### config.mk
export PLATFORM = sky130hd
export DESIGN_NAME = cpuclk_gate_ctrl
export DESIGN_NICKNAME = d
export VERILOG_FILES = /design/src/rtl/cpuclk_pkg.sv /design/src/rtl/cpuclk_cfg_regs.sv /design/src/rtl/cpuclk_ratio_div.sv /design/src/rtl/cpuclk_mode_gate.sv /design/src/rtl/cpuclk_gate_ctrl.sv
export SDC_FILE = /design/constraint.sdc
export NUM_CORES = 1
export LEC_CHECK = 0
export CORE_MARGIN = 2
export CORE_UTILIZATION = 59
export DETAILED_ROUTE_END_ITERATION = 16
export DONT_BUFFER_PORTS = 1
export PLACE_DENSITY = 0.87
export SYNTH_ARGS = -nofsm -noshare
export SYNTH_HDL_FRONTEND = slang
export SYNTH_SLANG_ARGS = --single-unit
### constraint.sdc
create_clock -name clk -period 2 [get_ports clk]
set_input_delay 0.4 -clock clk [delete_from_list [all_inputs] [get_ports clk]]
set_output_delay 0.4 -clock clk [all_outputs]
set_load 0.1 [all_outputs]
### src/rtl/cpuclk_pkg.sv
package cpuclk_pkg;

   typedef enum logic [1:0] {
      PWR_RUN       = 2'd0,
      PWR_WAIT      = 2'd1,
      PWR_HALT      = 2'd2,
      PWR_HALT_DEEP = 2'd3
   } pwr_mode_e;

   function automatic logic mode_is_halt(input logic [1:0] m);
      return m[1];
   endfunction

   function automatic logic mode_is_run(input logic [1:0] m);
      return m == PWR_RUN;
   endfunction

endpackage

### src/rtl/cpuclk_cfg_regs.sv
module cpuclk_cfg_regs #(
   parameter int DIV_W      = 3,
   parameter int NUM_PERIPH = 8
) (
   input  logic                  clk,
   input  logic                  rst_n,
   input  logic                  wr_en,
   input  logic                  wr_sel,
   input  logic [NUM_PERIPH-1:0] wr_data,
   output logic [DIV_W-1:0]      div_req,
   output logic [NUM_PERIPH-1:0] gate_mask
);

   logic div_wr, mask_wr;

   assign div_wr  = wr_en & ~wr_sel;
   assign mask_wr = wr_en &  wr_sel;

   always_ff @(posedge clk) begin
      if (!rst_n) begin
         div_req   <= '0;
         gate_mask <= '1;
      end else begin
         if (div_wr)  div_req   <= wr_data[DIV_W-1:0];
         if (mask_wr) gate_mask <= wr_data;
      end
   end

   AST_DIV_WRITE: assert property (@(posedge clk) disable iff (!rst_n)
      (wr_en && !wr_sel) |=> div_req == $past(wr_data[DIV_W-1:0]));
   AST_MASK_WRITE: assert property (@(posedge clk) disable iff (!rst_n)
      (wr_en && wr_sel) |=> gate_mask == $past(wr_data));
   AST_MASK_HOLD: assert property (@(posedge clk) disable iff (!rst_n)
      !(wr_en && wr_sel) |=> $stable(gate_mask));

endmodule

### src/rtl/cpuclk_ratio_div.sv
module cpuclk_ratio_div #(
   parameter int DIV_W    = 3,
   parameter bit COUNT_UP = 1'b0
) (
   input  logic             clk,
   input  logic             rst_n,
   input  logic [DIV_W-1:0] div_req,
   output logic             tick,
   output logic [DIV_W-1:0] div_act
);

   localparam int CNT_W = (1 << DIV_W) - 1;

   function automatic logic [CNT_W-1:0] term_of(input logic [DIV_W-1:0] d);
      logic [CNT_W-1:0] t;
      t = '0;
      for (int i = 0; i < CNT_W; i++) begin
         if (i < int'(d)) t[i] = 1'b1;
      end
      return t;
   endfunction

   logic [CNT_W-1:0] cnt_q;

   generate
      if (COUNT_UP) begin : g_up
         assign tick = (cnt_q == term_of(div_act));
         always_ff @(posedge clk) begin
            if (!rst_n) begin
               cnt_q   <= '0;
               div_act <= '0;
            end else if (tick) begin
               cnt_q   <= '0;
               div_act <= div_req;
            end else begin
               cnt_q   <= cnt_q + CNT_W'(1);
            end
         end
      end else begin : g_down
         assign tick = (cnt_q == '0);
         always_ff @(posedge clk) begin
            if (!rst_n) begin
               cnt_q   <= '0;
               div_act <= '0;
            end else if (tick) begin
               cnt_q   <= term_of(div_req);
               div_act <= div_req;
            end else begin
               cnt_q   <= cnt_q - CNT_W'(1);
            end
         end
      end
   endgenerate

   AST_CNT_IN_RANGE: assert property (@(posedge clk) disable iff (!rst_n)
      cnt_q <= term_of(div_act));
   AST_RATIO_HELD: assert property (@(posedge clk) disable iff (!rst_n)
      !tick |=> $stable(div_act));
   AST_RATIO_LOAD: assert property (@(posedge clk) disable iff (!rst_n)
      tick |=> div_act == $past(div_req));

endmodule

### src/rtl/cpuclk_mode_gate.sv
module cpuclk_mode_gate
   import cpuclk_pkg::*;
#(
   parameter int NUM_PERIPH = 8
) (
   input  logic                  clk,
   input  logic                  rst_n,
   input  logic [1:0]            pwr_mode,
   input  logic                  tick,
   input  logic [NUM_PERIPH-1:0] gate_mask,
   output logic                  cpu_ce,
   output logic [NUM_PERIPH-1:0] periph_ce
);

   logic run_w, halt_w;

   assign run_w  = mode_is_run(pwr_mode);
   assign halt_w = mode_is_halt(pwr_mode);
   assign cpu_ce = tick & run_w;

   generate
      for (genvar g = 0; g < NUM_PERIPH; g++) begin : g_periph
         assign periph_ce[g] = gate_mask[g] & ~halt_w;
      end
   endgenerate

   AST_WAIT_CPU_IDLE: assert property (@(posedge clk) disable iff (!rst_n)
      (pwr_mode == PWR_WAIT) |-> !cpu_ce);
   AST_HALT_ALL_IDLE: assert property (@(posedge clk) disable iff (!rst_n)
      pwr_mode[1] |-> (!cpu_ce && periph_ce == '0));
   AST_MASK_PASS: assert property (@(posedge clk) disable iff (!rst_n)
      !pwr_mode[1] |-> periph_ce == gate_mask);

endmodule

### src/rtl/cpuclk_gate_ctrl.sv
module cpuclk_gate_ctrl
   import cpuclk_pkg::*;
#(
   parameter int DIV_W      = 3,
   parameter int NUM_PERIPH = 8,
   parameter bit COUNT_UP   = 1'b0
) (
   input  logic                  clk,
   input  logic                  rst_n,
   input  logic                  wr_en,
   input  logic                  wr_sel,
   input  logic [NUM_PERIPH-1:0] wr_data,
   input  logic [1:0]            pwr_mode,
   output logic                  cpu_ce,
   output logic [NUM_PERIPH-1:0] periph_ce
);

   generate
      if (DIV_W < 1 || DIV_W > 5) begin : g_bad_div_w
         $error("DIV_W must lie in 1..5");
      end
      if (NUM_PERIPH < DIV_W || NUM_PERIPH > 64) begin : g_bad_periph
         $error("NUM_PERIPH must lie in DIV_W..64");
      end
   endgenerate

   logic [DIV_W-1:0]      div_req, div_act;
   logic [NUM_PERIPH-1:0] gate_mask;
   logic                  tick;

   cpuclk_cfg_regs #(
      .DIV_W      (DIV_W),
      .NUM_PERIPH (NUM_PERIPH)
   ) regs_i (
      .clk       (clk),
      .rst_n     (rst_n),
      .wr_en     (wr_en),
      .wr_sel    (wr_sel),
      .wr_data   (wr_data),
      .div_req   (div_req),
      .gate_mask (gate_mask)
   );

   cpuclk_ratio_div #(
      .DIV_W    (DIV_W),
      .COUNT_UP (COUNT_UP)
   ) div_i (
      .clk     (clk),
      .rst_n   (rst_n),
      .div_req (div_req),
      .tick    (tick),
      .div_act (div_act)
   );

   cpuclk_mode_gate #(
      .NUM_PERIPH (NUM_PERIPH)
   ) gate_i (
      .clk       (clk),
      .rst_n     (rst_n),
      .pwr_mode  (pwr_mode),
      .tick      (tick),
      .gate_mask (gate_mask),
      .cpu_ce    (cpu_ce),
      .periph_ce (periph_ce)
   );

   AST_FULL_SPEED: assert property (@(posedge clk) disable iff (!rst_n)
      (pwr_mode == PWR_RUN && div_act == '0) |-> cpu_ce);

endmodule

==> results.sh, run 1 <==
export IMPL_holdWs_ns=0.179
export IMPL_slew_headroom_pct=78.4
export IMPL_path_class="reg -> out"
export IMPL_io_buffer_count=0
export IMPL_die_area_um2=1730
export IMPL_ant_nets=0
export IMPL_clock_latency_ns=0.29
export IMPL_cts_root_buf="clkbuf_4"
export IMPL_maxCapViolCount=0
export IMPL_skew_ns=0.00243
export IMPL_p_comb_share_pct=49.8
export IMPL_period_share_pct=93.1
export IMPL_slew_viol_final=0
export IMPL_p_leak_nw=0.416
export IMPL_avgViaCountPerCell=5.99
export IMPL_ys_flop_type="dfxtp_1"
export IMPL_vdd_ir_drop_max_mv=0.828
export IMPL_rows=13
export IMPL_cts_path_max_buffers=2
export IMPL_cts_buffers=3
export IMPL_detail_route_first_pass_iterations=4
export IMPL_p_sw_uw=593
export IMPL_yosysWarningCount=0
export IMPL_clock_sinks=18
export IMPL_worstHoldPathType="in -> reg"
export IMPL_dp_cells=122
export IMPL_initial_core_util_pct=63.4
export IMPL_outcome="complete, no violations"
export IMPL_clock_fmax_ghz=0.537
export IMPL_grt_pass1_wl_um=2840
export IMPL_critPathMaxFanout=6
export IMPL_grt_pass1_vias=642
export IMPL_worstSetupEndpointType="output pin"
export IMPL_worst_pin_slew_ns=0.322
export IMPL_async_flop_share_pct=0
export IMPL_grt_remaining_overflow=0
export IMPL_gp_congestion=0.786
export IMPL_synth_avg_cell_area_um2=8.44
export IMPL_num_io_pins=23
export IMPL_synthCells=99
export IMPL_area_growth_pct=18.6
export IMPL_synth_nets=115
export IMPL_p_sw_share_pct=42.7
export IMPL_drt_initial_drc_count=23
export IMPL_drive_gt1_share_pct=25.5
export IMPL_vias=749
export IMPL_finalCriticalPeriod_ns=1.86
export IMPL_setup_viol=0
export IMPL_wl_um=1690
export IMPL_arrival_ns=1.46
export IMPL_rsz0062_at_grt="false"
export IMPL_powerDensity_nw_per_um2=1400
export IMPL_post_drt_wl_per_cell_um=13.5
export IMPL_seqPwrFrac_pct=37.7
export IMPL_ys_ff_latch=18
export IMPL_antenna_found_initial=0
export IMPL_required_ns=1.60
export IMPL_p_clk_share_pct=12.6
export IMPL_grt_use_total_pct=21.1
export IMPL_grt_start_max_net_pins=12
export IMPL_cts_max_level=1
export IMPL_synth_distinct_cells=30
export IMPL_die_w_um=41.6
export IMPL_intPower_uw=795
export IMPL_die_y_um=41.6
export IMPL_cts_hold_buf=0
export IMPL_dp_hpwl_um=1260
export IMPL_clk_pin_slew_ns=0.10
export IMPL_crit_path_start_kind="flop"
export IMPL_synth_edf_count=0
export IMPL_power_mw=1.39
export IMPL_fin_nets=128
export IMPL_synth_seq_area_share_pct=43.1
export IMPL_n_antenna_cell=0
export IMPL_core_um2=1320
export IMPL_hold_viol=0
export IMPL_stdcell_count=125
export IMPL_drc=0
export IMPL_cts_tree="done"
export IMPL_netlist_area_um2=836
-- synthesized netlist by cell type (2+ instances only) --
master    number  area (µm²)
a211oi_1       3        22.5
a21oi_1        2        10.0
clkbuf_1       2        7.51
dfxtp_1       18         360
ha_1           2        25.0
inv_1          3        11.3
mux2i_1        3        30.0
nand2_1       18        67.6
nand3_1        9        45.0
nor2_1         6        22.5
nor2b_1       10        62.6
nor3_1         3        15.0
o21ai_0        2        10.0
xnor2_1        2        17.5
-- power by group through the flow --
stage	registers, mW	logic (mW)	clock network [mW]
finish	0.523	0.691	0.174
CTS	0.522	0.681	0.183
floorplan	0.512	0.552	0
detailed placement	0.531	0.679	0
global route	0.536	0.756	0.200
global placement	0.525	0.666	0
-- sequential cells by signal (all words and copies together) (netlist names) --
signal,flops
div_i.cnt_q,7
regs_i.gate_mask,8
regs_i.div_req,3
-- area by class of cell --
type                            count  area [µm²]
Clock buffer                        3        22.5
Tap cell                           15        18.8
Fill cell                          98         327
Timing Repair Buffer               10        87.6
Multi-Input combinational cell     75         487
Sequential cell                    18         360
Inverter                            4        15.0
-- final timing paths --
kind | start | endpoint | slack (ns) | depth (start not counted)
setup / recovery | div_i.cnt_q[0] | cpu_ce | 0.14 | 5
setup reg to reg | div_i.cnt_q[0] | div_i.cnt_q[4] | 0.45 | 6
hold reg to reg | regs_i.gate_mask[5] | regs_i.gate_mask[5] | 0.47 | 2
hold / removal | rst_n | regs_i.gate_mask[0] | 0.18 | 1
-- per-layer routing --
| layer | up-vias | global-route usage [%] | routed length [µm] |
|---|---|---|---|
| met5 | - | 0 | 0 |
| met1 | 347 | 28.9 | 743 |
| met2 | 31 | 32.2 | 815 |
| met3 | 2 | 3.91 | 113 |
| met4 | 0 | 9.68 | 14 |
| li1 | 369 | - | - |
-- cell usage in the layout (no fill, tap or decap), drive strengths merged --
master / Yosys / routed
mux2i: 3 / 3
a311oi: 1 / 1
o21ai: 3 / 3
buf: 0 / 10
nor2: 6 / 6
nor4: 2 / 2
or3: 1 / 1
dfxtp: 18 / 18
inv: 4 / 4
ha: 2 / 2
nand2: 18 / 18
o31ai: 1 / 1
xnor2: 2 / 2
clkbuf: 2 / 3
a32o: 1 / 1
a21oi: 2 / 2
nand4b: 1 / 1
nor2b: 10 / 10
o21a: 1 / 1
a22oi: 1 / 1
a211oi: 4 / 4
nand3: 10 / 10
nor3: 4 / 4
and2: 1 / 1
nand4: 1 / 1
-- cell families (layout without fill, tap and decap cells) --
kind of cell             after synthesis  after routing  synth area share (%)
AO/OA/AOI/OAI                         14             14                  12.1
XOR/XNOR                               2              2                  2.10
adder cells (fa/ha/maj)                2              2                  2.99
buffers and inverters                  6             17                  2.69
flip-flops                            18             18                  43.1
multiplexers                           3              3                  3.59
AND/OR/NAND/NOR                       54             54                  33.4
-- critical path: stages (launching register included) --
cell	delay, ns
dfxtp_1	0.34
inv_1	0.11
ha_2	0.24
nand3_2	0.11
nor3_4	0.17
buf_12	0.20
-- stage by stage --
stage / utilization [%] / setup WS, ns / cell area, µm² / setup TNS [ns]
floorplan: - / -0.0122 / 867 / -0.0122
global placement: 73.3 / 0.463 / 966 / 0
detailed placement: 73.3 / 0.421 / 966 / 0
CTS: 75.0 / 0.0854 / 988 / 0
global route: 75.2 / 0.0258 / 991 / 0
finish: 75.2 / 0.137 / 991 / 0
-- timing repair --
| item | in CTS | in global routing |
|---|---|---|
| buffers inserted | 0 | 0 |
| endpoints found under the setup margin | 0 | 1 |
| resized for setup | 0 | 1 |
Note: power is estimated with default switching activity, not from simulation.
==> run 2: changes to the inputs <==
--- a/config.mk
+++ b/config.mk
@@ -7,6 +7,7 @@
 export LEC_CHECK = 0
 export CORE_MARGIN = 2
 export CORE_UTILIZATION = 59
+export CTS_BUF_LIST = sky130_fd_sc_hd__clkbuf_8
 export DETAILED_ROUTE_END_ITERATION = 16
 export DONT_BUFFER_PORTS = 1
 export PLACE_DENSITY = 0.87
==> results.sh, run 2 (synthesis results as in run 1) <==
export IMPL_io_buffer_count=0
export IMPL_clock_sinks=18
export IMPL_die_w_um=41.6
export IMPL_fill_cells=93
export IMPL_cts_hold_buf=0
export IMPL_slew_headroom_pct=77.9
export IMPL_crit_path_start_kind="flop"
export IMPL_n_antenna_cell=0
export IMPL_ant_nets=0
export IMPL_worst_pin_slew_ns=0.329
export IMPL_setup_viol=0
export IMPL_worstSetupEndpointType="output pin"
export IMPL_final_cell_mix="nand2_1, dfxtp_1, nand3_1, buf_4, nor2b_2"
export IMPL_arrival_ns=1.47
export IMPL_antenna_found_initial=0
export IMPL_cts_root_buf="clkbuf_8"
export IMPL_dp_hpwl_um=1260
export IMPL_post_drt_wl_per_cell_um=14.2
export IMPL_placed_area_um2=966
export IMPL_grt_start_max_net_pins=12
export IMPL_drc=0
export IMPL_regMostFlops="regs_i.gate_mask"
export IMPL_critPathMaxFanout=6
export IMPL_post_cts_setup_buffer_count=0
export IMPL_crit_family="flip-flops"
export IMPL_worstHoldPathType="in -> reg"
export IMPL_dp_slack_ns=0.421
export IMPL_cts_path_max_buffers=2
export IMPL_fin_nets=128
export IMPL_detail_route_first_pass_iterations=4
export IMPL_stdcell_count=125
export IMPL_slowest_delay_ns=0.33
export IMPL_die_area_um2=1730
export IMPL_utilization_pct=76.6
export IMPL_critical_path_buf_inv_count=2
export IMPL_initial_core_util_pct=63.4
export IMPL_design_area_um2=1010
export IMPL_finalCriticalPeriod_ns=1.87
export IMPL_largest_reg_flops=8
export IMPL_hold_viol=0
export IMPL_clk_pin_slew_ns=0.06
export IMPL_grt_use_total_pct=22.6
export IMPL_cp_cell_sequence="inv_1, ha_2, nand3_2, nor3_4, buf_12"
export IMPL_maxCapViolCount=0
export IMPL_period_share_pct=93.5
export IMPL_crit_slowest_cell="dfxtp_1"
export IMPL_core_um2=1320
export IMPL_rsz0062_at_grt="false"
export IMPL_vdd_ir_drop_max_mv=0.906
export IMPL_rrSetupSlack_ns=0.45
export IMPL_cts_max_level=1
export IMPL_num_io_pins=23
export IMPL_vias=746
export IMPL_avgViaCountPerCell=5.97
export IMPL_area_growth_pct=20.8
export IMPL_grt_pass1_wl_um=2980
export IMPL_required_ns=1.60
export IMPL_drive_gt1_share_pct=25.5
export IMPL_grt_remaining_overflow=0
export IMPL_reg_largest_list="regs_i.gate_mask (8), div_i.cnt_q (7), regs_i.div_req (3)"
export IMPL_cts_buffers=3
export IMPL_clock_fmax_ghz=0.535
export IMPL_powerDensity_nw_per_um2=1450
export IMPL_post_route_worst_setup_slack_ns=0.130
export IMPL_wl_um=1770
export IMPL_grt_pass1_vias=652
export IMPL_outcome="complete, no violations"
export IMPL_rows=13
export IMPL_die_y_um=41.6
export IMPL_dp_cells=122
export IMPL_cts_tree="done"
export IMPL_gp_congestion=0.786
export IMPL_clock_latency_ns=0.25
export IMPL_p_leak_nw=0.423
export IMPL_slew_viol_final=0
export IMPL_drt_initial_drc_count=19
export IMPL_skew_ns=0.000417
export IMPL_path_class="reg -> out"
[run 2: cell types whose count changed in the layout (fill, tap and decap cells not counted)]
cell | previous run | this run
clkbuf_4 | 3 | 0
clkbuf_8 | 0 | 3
[run 2: repair_timing]
item                                    4_1_cts  5_1_grt
endpoints found under the setup margin        0        1
gates resized for setup                       0        1
endpoints found under the hold margin         0        0
[run 2: cell type report]
type / instances / area [µm²] / area share, %
Multi-Input combinational cell: 75 / 487 / 48.2
Sequential cell: 18 / 360 / 35.7
Timing Repair Buffer: 10 / 87.6 / 8.67
Clock buffer: 3 / 41.3 / 4.09
Tap cell: 15 / 18.8 / 1.86
Inverter: 4 / 15.0 / 1.49
[run 2: layer usage]
layer  vias to the layer above  routed length [µm]  GRT usage, %
met3                         4                 130          6.52
met2                        35                 853          35.3
met1                       339                 760          30.0
met4                         0                  26          7.74
li1                        368                   -             -
met5                         -                   0             0
[run 2: path summary, 6_finish.rpt]
path                       start             endpoint  depth (start not counted)
max reg2reg       div_i.cnt_q[0]       div_i.cnt_q[4]                          6
min                        rst_n  regs_i.gate_mask[0]                          1
max               div_i.cnt_q[0]               cpu_ce                          5
min reg2reg  regs_i.gate_mask[5]  regs_i.gate_mask[5]                          2
[run 2: power breakdown]
part	switching [mW]	internal (mW)	total, mW
clock	0.116	0.134	0.250
sequential	0.0845	0.440	0.525
combinational	0.408	0.285	0.694
total	0.609	0.859	1.47
[run 2: worst reg2reg max path, stage by stage (launching register included)]
cell and delay [ns]:
dfxtp_1 0.33, inv_1 0.11, ha_1 0.27, inv_2 0.05
or3_1 0.31, a32o_1 0.21, o21a_1 0.18
[run 2: per-stage QoR]
step	hold WS, ns	setup TNS [ns]	power (mW)
floorplan	0.432	-0.0122	1.06
global placement	0.439	0	1.19
detailed placement	0.450	0	1.21
CTS	0.217	0	1.46
global route	0.208	0	1.57
finish	0.217	0	1.47
